--- src/rtl/atten_pkg.sv ---
package atten_pkg;
  localparam int DATA_W = 16;
  localparam int ATT_W  = 8;
  localparam int GAIN_W = ATT_W + 1;
  localparam int PRE_W  = 2;

  // Effective gain target: unity when disabled, level when enabled.
  function automatic logic [GAIN_W-1:0] gain_target(input logic en,
                                                   input logic [ATT_W-1:0] lvl);
    gain_target = en ? {1'b0, lvl} : GAIN_W'(1 << ATT_W);
  endfunction
endpackage

--- src/rtl/atten_gain_step.sv ---
module atten_gain_step #(
  parameter int ATT_W = 8,
  parameter int PRE_W = 2,
  localparam int GAIN_W = ATT_W + 1
) (
  input  logic              clk,
  input  logic              rst,
  input  logic              step_en,
  input  logic              soft_mute,
  input  logic [GAIN_W-1:0] target,
  output logic [GAIN_W-1:0] gain_q,
  output logic [GAIN_W-1:0] gain_nxt,
  output logic              soft_q
);
  localparam logic [GAIN_W-1:0] UNITY = GAIN_W'(1 << ATT_W);

  logic [PRE_W-1:0] pre_q;
  logic             tick;

  assign tick = &pre_q;

  always_comb begin
    gain_nxt = gain_q;
    if (step_en) begin
      if (soft_mute) begin
        if (tick && gain_q != '0) gain_nxt = gain_q - 1'b1;
      end else if (soft_q) begin
        gain_nxt = target;
      end else if (tick) begin
        if (gain_q < target)      gain_nxt = gain_q + 1'b1;
        else if (gain_q > target) gain_nxt = gain_q - 1'b1;
      end
    end
  end

  always_ff @(posedge clk) begin
    if (rst) begin
      gain_q <= UNITY;
      pre_q  <= '0;
      soft_q <= 1'b0;
    end else if (step_en) begin
      gain_q <= gain_nxt;
      pre_q  <= pre_q + 1'b1;
      soft_q <= soft_mute;
    end
  end
endmodule

--- src/rtl/atten_mute_align.sv ---
module atten_mute_align (
  input  logic clk,
  input  logic rst,
  input  logic left_stb,
  input  logic mute_req,
  output logic mute_q,
  output logic mute_nxt
);
  assign mute_nxt = left_stb ? mute_req : mute_q;

  always_ff @(posedge clk) begin
    if (rst) mute_q <= 1'b0;
    else     mute_q <= mute_nxt;
  end
endmodule

--- src/rtl/atten_scaler.sv ---
module atten_scaler #(
  parameter int DATA_W = 16,
  parameter int ATT_W  = 8,
  localparam int GAIN_W = ATT_W + 1,
  localparam int PROD_W = DATA_W + GAIN_W + 1
) (
  input  logic                     clk,
  input  logic                     rst,
  input  logic                     in_valid,
  input  logic                     in_left,
  input  logic signed [DATA_W-1:0] in_data,
  input  logic [GAIN_W-1:0]        gain,
  input  logic                     mute,
  output logic                     out_valid,
  output logic                     out_left,
  output logic signed [DATA_W-1:0] out_data
);
  logic signed [PROD_W-1:0] prod;
  logic signed [PROD_W-1:0] shifted;

  assign prod    = PROD_W'(in_data) * PROD_W'($signed({1'b0, gain}));
  assign shifted = prod >>> ATT_W;

  always_ff @(posedge clk) begin
    if (rst) begin
      out_valid <= 1'b0;
      out_left  <= 1'b0;
      out_data  <= '0;
    end else begin
      out_valid <= in_valid;
      if (in_valid) begin
        out_left <= in_left;
        out_data <= mute ? '0 : shifted[DATA_W-1:0];
      end
    end
  end
endmodule

--- src/rtl/gain_ramp_atten.sv ---
module gain_ramp_atten #(
  parameter int DATA_W = atten_pkg::DATA_W,
  parameter int ATT_W  = atten_pkg::ATT_W,
  parameter int PRE_W  = atten_pkg::PRE_W,
  localparam int GAIN_W = ATT_W + 1
) (
  input  logic                     clk,
  input  logic                     rst,
  input  logic                     smp_valid,
  input  logic                     smp_left,
  input  logic signed [DATA_W-1:0] smp_data,
  input  logic [ATT_W-1:0]         att_level,
  input  logic                     att_en,
  input  logic                     soft_mute,
  input  logic                     mute_flag,
  input  logic                     mute_pin,
  input  logic                     mem_on,
  input  logic                     mem_empty,
  output logic                     out_valid,
  output logic                     out_left,
  output logic signed [DATA_W-1:0] out_data
);
  logic              left_stb;
  logic [GAIN_W-1:0] tgt;
  logic [GAIN_W-1:0] gain_q, gain_nxt, gain_use;
  logic              soft_q;
  logic              mute_req, mute_q, mute_nxt;

  assign left_stb = smp_valid && smp_left;
  assign tgt      = atten_pkg::gain_target(att_en, att_level);
  assign mute_req = mute_flag || mute_pin || (mem_on && mem_empty);
  assign gain_use = left_stb ? gain_nxt : gain_q;

  atten_gain_step #(.ATT_W(ATT_W), .PRE_W(PRE_W)) u_step (
    .clk(clk), .rst(rst), .step_en(left_stb), .soft_mute(soft_mute),
    .target(tgt), .gain_q(gain_q), .gain_nxt(gain_nxt), .soft_q(soft_q)
  );

  atten_mute_align u_mute (
    .clk(clk), .rst(rst), .left_stb(left_stb), .mute_req(mute_req),
    .mute_q(mute_q), .mute_nxt(mute_nxt)
  );

  atten_scaler #(.DATA_W(DATA_W), .ATT_W(ATT_W)) u_scale (
    .clk(clk), .rst(rst), .in_valid(smp_valid), .in_left(smp_left),
    .in_data(smp_data), .gain(gain_use), .mute(mute_nxt),
    .out_valid(out_valid), .out_left(out_left), .out_data(out_data)
  );
endmodule

--- config.mk ---
export PLATFORM = sky130hd
export DESIGN_NAME = gain_ramp_atten
export DESIGN_NICKNAME = d
export VERILOG_FILES = /design/src/rtl/atten_pkg.sv /design/src/rtl/atten_gain_step.sv /design/src/rtl/atten_mute_align.sv /design/src/rtl/atten_scaler.sv /design/src/rtl/gain_ramp_atten.sv
export SDC_FILE = /design/constraint.sdc
export NUM_CORES = 1
export LEC_CHECK = 0
export BUFFER_PORTS_ARGS = -buffer_cell sky130_fd_sc_hd__buf_2
export CAP_MARGIN = 0
export CORE_AREA = 2 2 130 132
export DETAILED_ROUTE_END_ITERATION = 8
export DIE_AREA = 0 0 132 134
export SLEW_MARGIN = 20
export SYNTH_ARGS = -nofsm -noshare
export SYNTH_HDL_FRONTEND = slang
export SYNTH_SLANG_ARGS = --single-unit
export TNS_END_PERCENT = 50
--- constraint.sdc ---
create_clock -name clk -period 10.2 [get_ports clk]
set_clock_uncertainty 0.1 [all_clocks]
set_input_delay 1.02 -clock clk [delete_from_list [all_inputs] [get_ports clk]]
set_output_delay 1.02 -clock clk [all_outputs]
set_load 0.01 [all_outputs]
Word level (Yosys, flattened, before mapping)

Cells that the tools add are included.

Magnitude comparators: 2
Mux-type cells: 10
Add/subtract/negate cells: 3
Multipliers: 1
Reductions and logical operators: 7

Operators by type and width:

| kind                | count |
|---|---|
| $mux 9              | 8 |
| $mul 16x10->24      | 1 |
| $mux 16             | 1 |
| $add 9x1->9 const B | 1 |
| $gt 9x9->1          | 1 |
| $lt 9x9->1          | 1 |
| $reduce_bool 9->1   | 1 |
| $sub 9x1->9 const B | 1 |
| $logic_and 1x1->1   | 3 |
| $add 2x1->2 const B | 1 |
| $logic_or 1x1->1    | 2 |
| $reduce_and 2->1    | 1 |
| $mux 1              | 1 |

Logic and storage cells: 30
Bits in registers: 31
Output and inout bits: 18

Longest topological paths before layout

Gate-level depths: netlist (run 1).

Depth after elaboration: 10
Gate-level depth with buffers: 35
Depth with buffers taken out: 32

By module

A second synthesis (run 1) with hierarchy kept.

Cells, all modules: 875
Area, all modules: 7,395.8 µm²

Modules (own cells, without submodules):

| module           | cells each | area an instance (µm²) | instances | sequential area each (µm²) |
|---|---|---|---|---|
| atten_scaler     | 596        | 5,377.7                | 1         | 360.3 |
| atten_gain_step  | 255        | 1,790.5                | 1         | 240.2 |
| gain_ramp_atten  | 21         | 178.9                  | 1         | 0.0 |
| atten_mute_align | 3          | 48.8                   | 1         | 20.0 |

Worst setup path after synthesis (run 1)

OpenSTA, ideal clock, no wires.

Kind: input -> register
Start point: input att_en
End point: register u_scale.out_data[14]
Required time: 9,972 ps
Slack: 1,438 ps
Cell stages on the path: 32
Buffers on the path: 3
Arrival: 8,534 ps
Library setup time: 128 ps
Path through: clkbuf_1 -> nand2_1 -> ha_1 -> a21o_1 -> a31o_4 -> or3_1 -> buf_6 -> and3_2 -> o21ai_0 -> xor2_1 -> o21ai_0 -> o221a_2 -> buf_1 -> nand2_1 -> fa_1 -> inv_1 -> fa_1 -> fa_1 -> fa_1 -> inv_1 -> fa_1 -> inv_1 -> ha_1 -> a21o_1 -> a21o_1 -> a221oi_1 -> nor2b_1 -> o21a_1 -> o31a_2 -> a21oi_1 -> xor2_1 -> o21ai_0

Word-level cells in the longest chain between the ends: 10
Elaborated cells between the ends (all ways): 11
Classes of those cells: 1 x mul; 2 x order compare; 8 x mux

Ends and longest elaborated chain:

| what                 | RTL line              | RTL |
|---|---|---|
| from (decl)          | gain_ramp_atten.sv:13 | `input logic att_en,` |
| $mux 9 (*)           | atten_pkg.sv:10       | `gain_target = en ? {1'b0, lvl} : GAIN_W'(1 << ATT_W);` |
| $gt 9x9->1           | atten_gain_step.sv:31 | `else if (gain_q > target) gain_nxt = gain_q - 1'b1;` |
| $mux 9               | atten_gain_step.sv:31 |  |
| $mux 9               | atten_gain_step.sv:30 | `if (gain_q < target) gain_nxt = gain_q + 1'b1;` |
| $mux 9               | atten_gain_step.sv:29 | `end else if (tick) begin` |
| $mux 9 (*)           | atten_gain_step.sv:27 | `end else if (soft_q) begin` |
| $mux 9 (*)           | atten_gain_step.sv:25 | `if (soft_mute) begin` |
| $mux 9 (*)           | -                     |  |
| $mul 16x10->24 (*)   | atten_scaler.sv:21    | `assign prod = PROD_W'(in_data) * PROD_W'($signed({1'b0, gain}));` |
| $mux 16 (*)          | atten_scaler.sv:33    | `out_data <= mute ? '0 : shifted[DATA_W-1:0];` |
| to (signal assigned) | atten_scaler.sv:33    |  |
| to (decl)            | atten_scaler.sv:16    | `output logic signed [DATA_W-1:0] out_data` |

Mark *: on every way between the ends. The rest lies on a longest branch, timed or not.
A chain may end at the register's enable or synchronous reset.

Worst setup path after layout (run 1)

Start point: input att_en
End point: register u_scale.out_data[15]

The elaborated chain is that of the path after synthesis.

==> results.cfg, run 1 <==
[detailed_routing]
wl_met2_um = 8790
drc_errors = 0
drt-met1-wl_um = 8370
firstDrtPassIters = 5
via_per_inst = 5.40
highest-signal-layer = met4
first_iter_violations = 387
vias = 5932
routed-wl-met3_um = 675
wl_um = 18100
wl_per_cell_um = 16.4
ant_nets = 0

[die]
core_sq_mm = 0.0163
start_util = 0.442
die_height_um = 134
num_io_pins = 52
rows = 47
design.die.area_sq_mm = 0.0177
die_w_um = 132

[sta]
rsz0062_at_grt = false
setup_viol = 0
layout_setup_ws_ns = 1.14
hold_viol = 0
max_freq_mhz = 110
tightest_slew_ns = 1.01
drv_slew = 0
post-route-period-util = 0.888
tns_ns = 0
fin_crit_ns = 9.06
whs_ns = 0.342
slew_headroom = 0.325

[yosys]
synth.avg_cell_area_sq_um = 8.47
synth-compound-area-share = 0.138
synth_seq_area_share = 0.0863
synth_edf_count = 0
synth_top_area_cell = fa_1
synthesis.nets = 1059
synth_xor_xnor_area_share = 0.0268
ys_types = 75
synthMuxAreaShare = 0.00278
ys.flop_type = dfxtp_1
yosysWarnings = 0
synth_top_area_frac = 0.317
synth.cell_area_sq_mm = 0.00719
ys_async_sr_fraction = 0
syn_inst = 849
yosysMostFrequentCell = inv_1
synth_common_cells = inv_1, fa_1, nand2_1
ys_ff_latch = 31
yosys.area_share.adder = 0.425
synth_top_family_by_area = adder cells
synth.top_cells.by_area = fa_1, ha_1, dfxtp_1, inv_1, nand2_1
yosys.area_share.simple = 0.221

[layout]
n_fill_cell = 1622
drive_above_1_share = 0.108
syn2layout_area_growth_pct = 7.55
finish.utilization = 0.475
finalNetCount = 1088
fin_area_sq_mm = 0.00774
antennaDiodeCount = 0

[power]
leakagePower_nw = 3.94
peakVddDrop_mv = 0.0779
pwr_density_cell_mw_per_mm2 = 117

[setup_path]
cp.required_ns = 10.25
r2r_end = u_scale.out_data[15]
critPathLaunchType = primary input
crit_path_end_kind = flip-flop
r2r_setup_slack_ns = 1.59
worstRegToRegCells = 30
critPathMostFrequentCell = fa_1
cpPeakStageDelay_ns = 0.57
arrival_ns = 9.11
crit_type = primary input to flip-flop
worstPathMaxFanout = 18
crit_buf_inv = 5
worst_path_max_delay_cell = o221a_2
cp_top_family = adder cells
worstReg2RegStart = u_step.gain_q[0]

[hold_path]
hold_depth = 2
holdPathEnd = u_scale.out_data[2]
hold_path.class = flip-flop to flip-flop
min_from = u_scale.out_data[2]

[place]
numPortBuffers = 51
pre_cts_slack_ns = 0.868
gp_congestion = 0.903
hpwlAfterDp_um = 14300
place_area_sq_mm = 0.00756

[clocking]
clk_pin_slew_worst_paths_ns = 0.05
cts_root_buf = clkbuf_16
cts_buffers = 5
clockBufferDepth = 2
cts_tree = yes
insertion_delay_ns = 0.28
h-tree-depth = 2
cts_sinks = 31
cts_resized = 0
post-cts-setup-buffer-count = 0
cts_hold_buffers = 0

[grt]
grt_pass1_vias = 5981
grt_pass1_wl_um = 30500
grt_max_degree = 22
grt_antenna_before_repair = 0
grt-ovfl-total = 0
grt_usage = 0.213

[run]
cap_violations = 0

[status]
status = completed
-- routing by layer --
layer  up-vias  GRT usage
li1       2856          -
met1      2924      0.294
met2       137      0.376
met3        15     0.0132
met4         0     0.0380
met5         -          0
-- layout make-up --
type                    instances  area [sq um]  area share
multi-input cells             646          5860       0.757
flip-flops and latches         31           621      0.0802
inverters                     138           518      0.0669
repair buffers                 56           293      0.0378
well taps                     220           275      0.0356
clock buffers                   6           139      0.0179
clock inverters                 2          35.0     0.00453
-- state kept, by name, indices dropped and copies added, names as in the netlist --
name,flops
u_step.gain_q,9
u_scale.out_valid,1
u_mute.mute_q,1
u_step.pre_q,2
u_scale.out_data,16
u_scale.out_left,1
u_step.soft_q,1
-- worst max-delay path by stage --
stage / startpoint / end / slack [ns] / depth (start not counted)
floorplan: att_en / u_scale.out_data[14] / 1.44 / 32
global placement: att_en / u_scale.out_data[14] / 0.94 / 34
detailed placement: att_en / u_scale.out_data[14] / 0.87 / 31
CTS: att_en / u_scale.out_data[14] / 1.14 / 31
global route: att_en / u_scale.out_data[12] / 0.62 / 34
finish: att_en / u_scale.out_data[15] / 1.14 / 31
-- metrics by stage --
step,power (mW),instances
after floorplan,0.592,849
after detailed placement,0.733,1091
after global routing,1.00,1099
after global placement,0.730,1091
final,0.903,1099
after CTS,0.911,1099
-- report_power, final --
| part | total [mW] | switching, mW | internal, mW |
|---|---|---|---|
| sequential | 0.158 | 0.0163 | 0.142 |
| combinational | 0.572 | 0.330 | 0.241 |
| clock | 0.173 | 0.0519 | 0.121 |
| total | 0.903 | 0.399 | 0.504 |
-- cells in the final DEF, fill, tap and decap left out, types with 4 or more instances in the layout --
| master | instances |
|---|---|
| a211oi_1 | 5 |
| a21o_1 | 15 |
| a21oi_1 | 39 |
| a311oi_1 | 6 |
| a31oi_1 | 5 |
| and2_1 | 63 |
| and3_1 | 15 |
| and3_2 | 9 |
| buf_2 | 51 |
| buf_4 | 5 |
| clkbuf_16 | 5 |
| dfxtp_1 | 31 |
| fa_1 | 114 |
| ha_1 | 62 |
| inv_1 | 138 |
| nand2_1 | 109 |
| nand2b_1 | 6 |
| nand3_1 | 16 |
| nand4_1 | 5 |
| nor2_1 | 22 |
| nor2b_1 | 10 |
| nor3_1 | 10 |
| nor4_1 | 4 |
| o21ai_0 | 30 |
| or2_2 | 4 |
| or3_1 | 6 |
| xnor2_1 | 15 |
| xor2_1 | 7 |
-- cell families (layout without fill, tap and decap cells) --
group	after synthesis	in the layout
buffers and inverters	172	202
AOI/OAI and AO/OA	145	145
adders and majority gates	176	176
and+or+nand+nor	301	301
DFF	31	31
xor gates and xnor gates	22	22
muxes	2	2
-- worst reg2reg max path, delay by kind of cell (launching register included) --
kind | cells | cell delay [ns]
fa+ha+maj | 7 | 3.27
compound gates | 10 | 2.80
simple gates | 7 | 1.18
flops | 1 | 0.54
buf+inv | 5 | 0.53
xor+xnor | 1 | 0.09
Power figures use the tool's default switching activity.
==> run 2: changes to the inputs <==
Settings changed: CORE_AREA 2 2 130 132 to 2 2 110 112, DIE_AREA 0 0 132 134 to 0 0 112 114, PLACE_DENSITY from default to 0.82.
==> results.cfg, run 2 (same netlist as run 1, synthesis figures left out) <==
[detailed_routing]
wl_per_cell_um = 16.9
ant_nets = 0
wl_um = 17400
vias = 6089
first_iter_violations = 440
via_per_inst = 5.93
firstDrtPassIters = 9
drc_errors = 2

[layout]
final_cell_mix = inv_1, fa_1, nand2_1
finalNetCount = 1088
antennaDiodeCount = 0
drive_above_1_share = 0.108
n_fill_cell = 1028
max_flop_register = u_scale.out_data
final_common_cell = inv_1
fin_cells = 1026
seq_area_sq_um = 621
reg_top3 = u_scale.out_data (16), u_step.gain_q (9), u_step.pre_q (2)
multi_input_area_sq_mm = 0.00586
largest_register_ffs = 16
syn2layout_area_growth_pct = 6.28

[power]
pwr_density_cell_mw_per_mm2 = 119
peakVddDrop_mv = 0.0849
leakagePower_nw = 3.94
report.power.total_uw = 906

[grt]
grt_pass1_wl_um = 29900
grt-ovfl-total = 0
grt_antenna_before_repair = 0
grt_pass1_vias = 6232
grt_max_degree = 22
grt_usage = 0.288

[sta]
drv_slew = 0
setup_viol = 0
post-route-period-util = 0.890
whs_ns = 0.349
fin_crit_ns = 9.08
tightest_slew_ns = 1.05
max_freq_mhz = 110
tns_ns = 0
rsz0062_at_grt = false
slew_headroom = 0.298
layout_setup_ws_ns = 1.12
hold_viol = 0

[die]
design.die.area_sq_mm = 0.0128
start_util = 0.614
rows = 40
core_sq_mm = 0.0117
die_w_um = 112
die_height_um = 114
num_io_pins = 52

[status]
status = complete, but fails checks
violations = DRC

[clocking]
cts_buffers = 5
cts_root_buf = clkbuf_16
cts_resized = 0
h-tree-depth = 2
cts_hold_buffers = 0
clk_pin_slew_worst_paths_ns = 0.05
insertion_delay_ns = 0.28
clockBufferDepth = 2
cts_sinks = 31
cts_tree = yes
post-cts-setup-buffer-count = 0

[setup_path]
cpPeakStageDelay_ns = 0.60
worst_path_max_delay_cell = nor4_1
critPathMostFrequentCell = inv_1
worstRegToRegCells = 31
worstReg2RegStart = u_step.gain_q[0]
crit_type = primary input to flip-flop
cp.required_ns = 10.32
crit_path_end_kind = flip-flop
cp-startpoint = att_en
critPathLaunchType = primary input
worstPathMaxFanout = 15
r2r_end = u_scale.out_data[15]
r2r_setup_slack_ns = 1.53
arrival_ns = 9.20

[run]
cap_violations = 0

[place]
hpwlAfterDp_um = 13900
numPortBuffers = 51
gp_congestion = 0.936
pre_cts_slack_ns = 0.881
placedCellCount = 1018

[hold_path]
hold_path.class = flip-flop to flip-flop
hold_depth = 2
holdPathEnd = u_scale.out_data[5]
min_from = u_scale.out_data[5]
==> run 2: area by class of cell <==
class | instances | area share
multi-input cells | 646 | 0.766
flip-flops and latches | 31 | 0.0812
inverters | 138 | 0.0677
repair buffers | 56 | 0.0383
well taps | 147 | 0.0241
clock buffers | 6 | 0.0182
clock inverters | 2 | 0.00458
==> run 2: worst max-delay path by stage <==
| stage | end | cells past startpoint |
|---|---|---|
| finish | u_scale.out_data[15] | 32 |
| global route | u_scale.out_data[12] | 30 |
| CTS | u_scale.out_data[12] | 33 |
| detailed placement | u_scale.out_data[14] | 33 |
| global placement | u_scale.out_data[14] | 33 |
| floorplan | u_scale.out_data[14] | 32 |
==> run 2: power breakdown <==
part	internal (mW)	leakage, nW	total, mW	switching (mW)
Combinational	0.243	3.60	0.573	0.330
Clock	0.121	0.0868	0.175	0.0535
Sequential	0.142	0.254	0.158	0.0163
Total	0.506	3.94	0.906	0.400
==> run 2: metrics by stage <==
stage               cell area (sq um)  utilization
detailed placement               7470        0.638
global route                     7650        0.653
global placement                 7470        0.638
finish                           7650        0.653
CTS                              7650        0.653
floorplan                        7190            -
==> run 2: worst max-delay path, delay by kind of cell <==
family	cells	cell delay (ns)
xor gates and xnor gates	1	0.17
and+or+nand+nor	10	2.43
AOI/OAI and AO/OA	7	1.67
buffers and inverters	7	0.64
adders and majority gates	7	3.25
==> run 2: layer usage <==
| metal | up-vias | wire length [um] | GRT usage |
|---|---|---|---|
| met4 | 0 | 323 | 0.0699 |
| met5 | - | 0 | 0 |
| met2 | 219 | 8620 | 0.510 |
| li1 | 2847 | - | - |
| met3 | 29 | 1230 | 0.0404 |
| met1 | 2994 | 7220 | 0.378 |
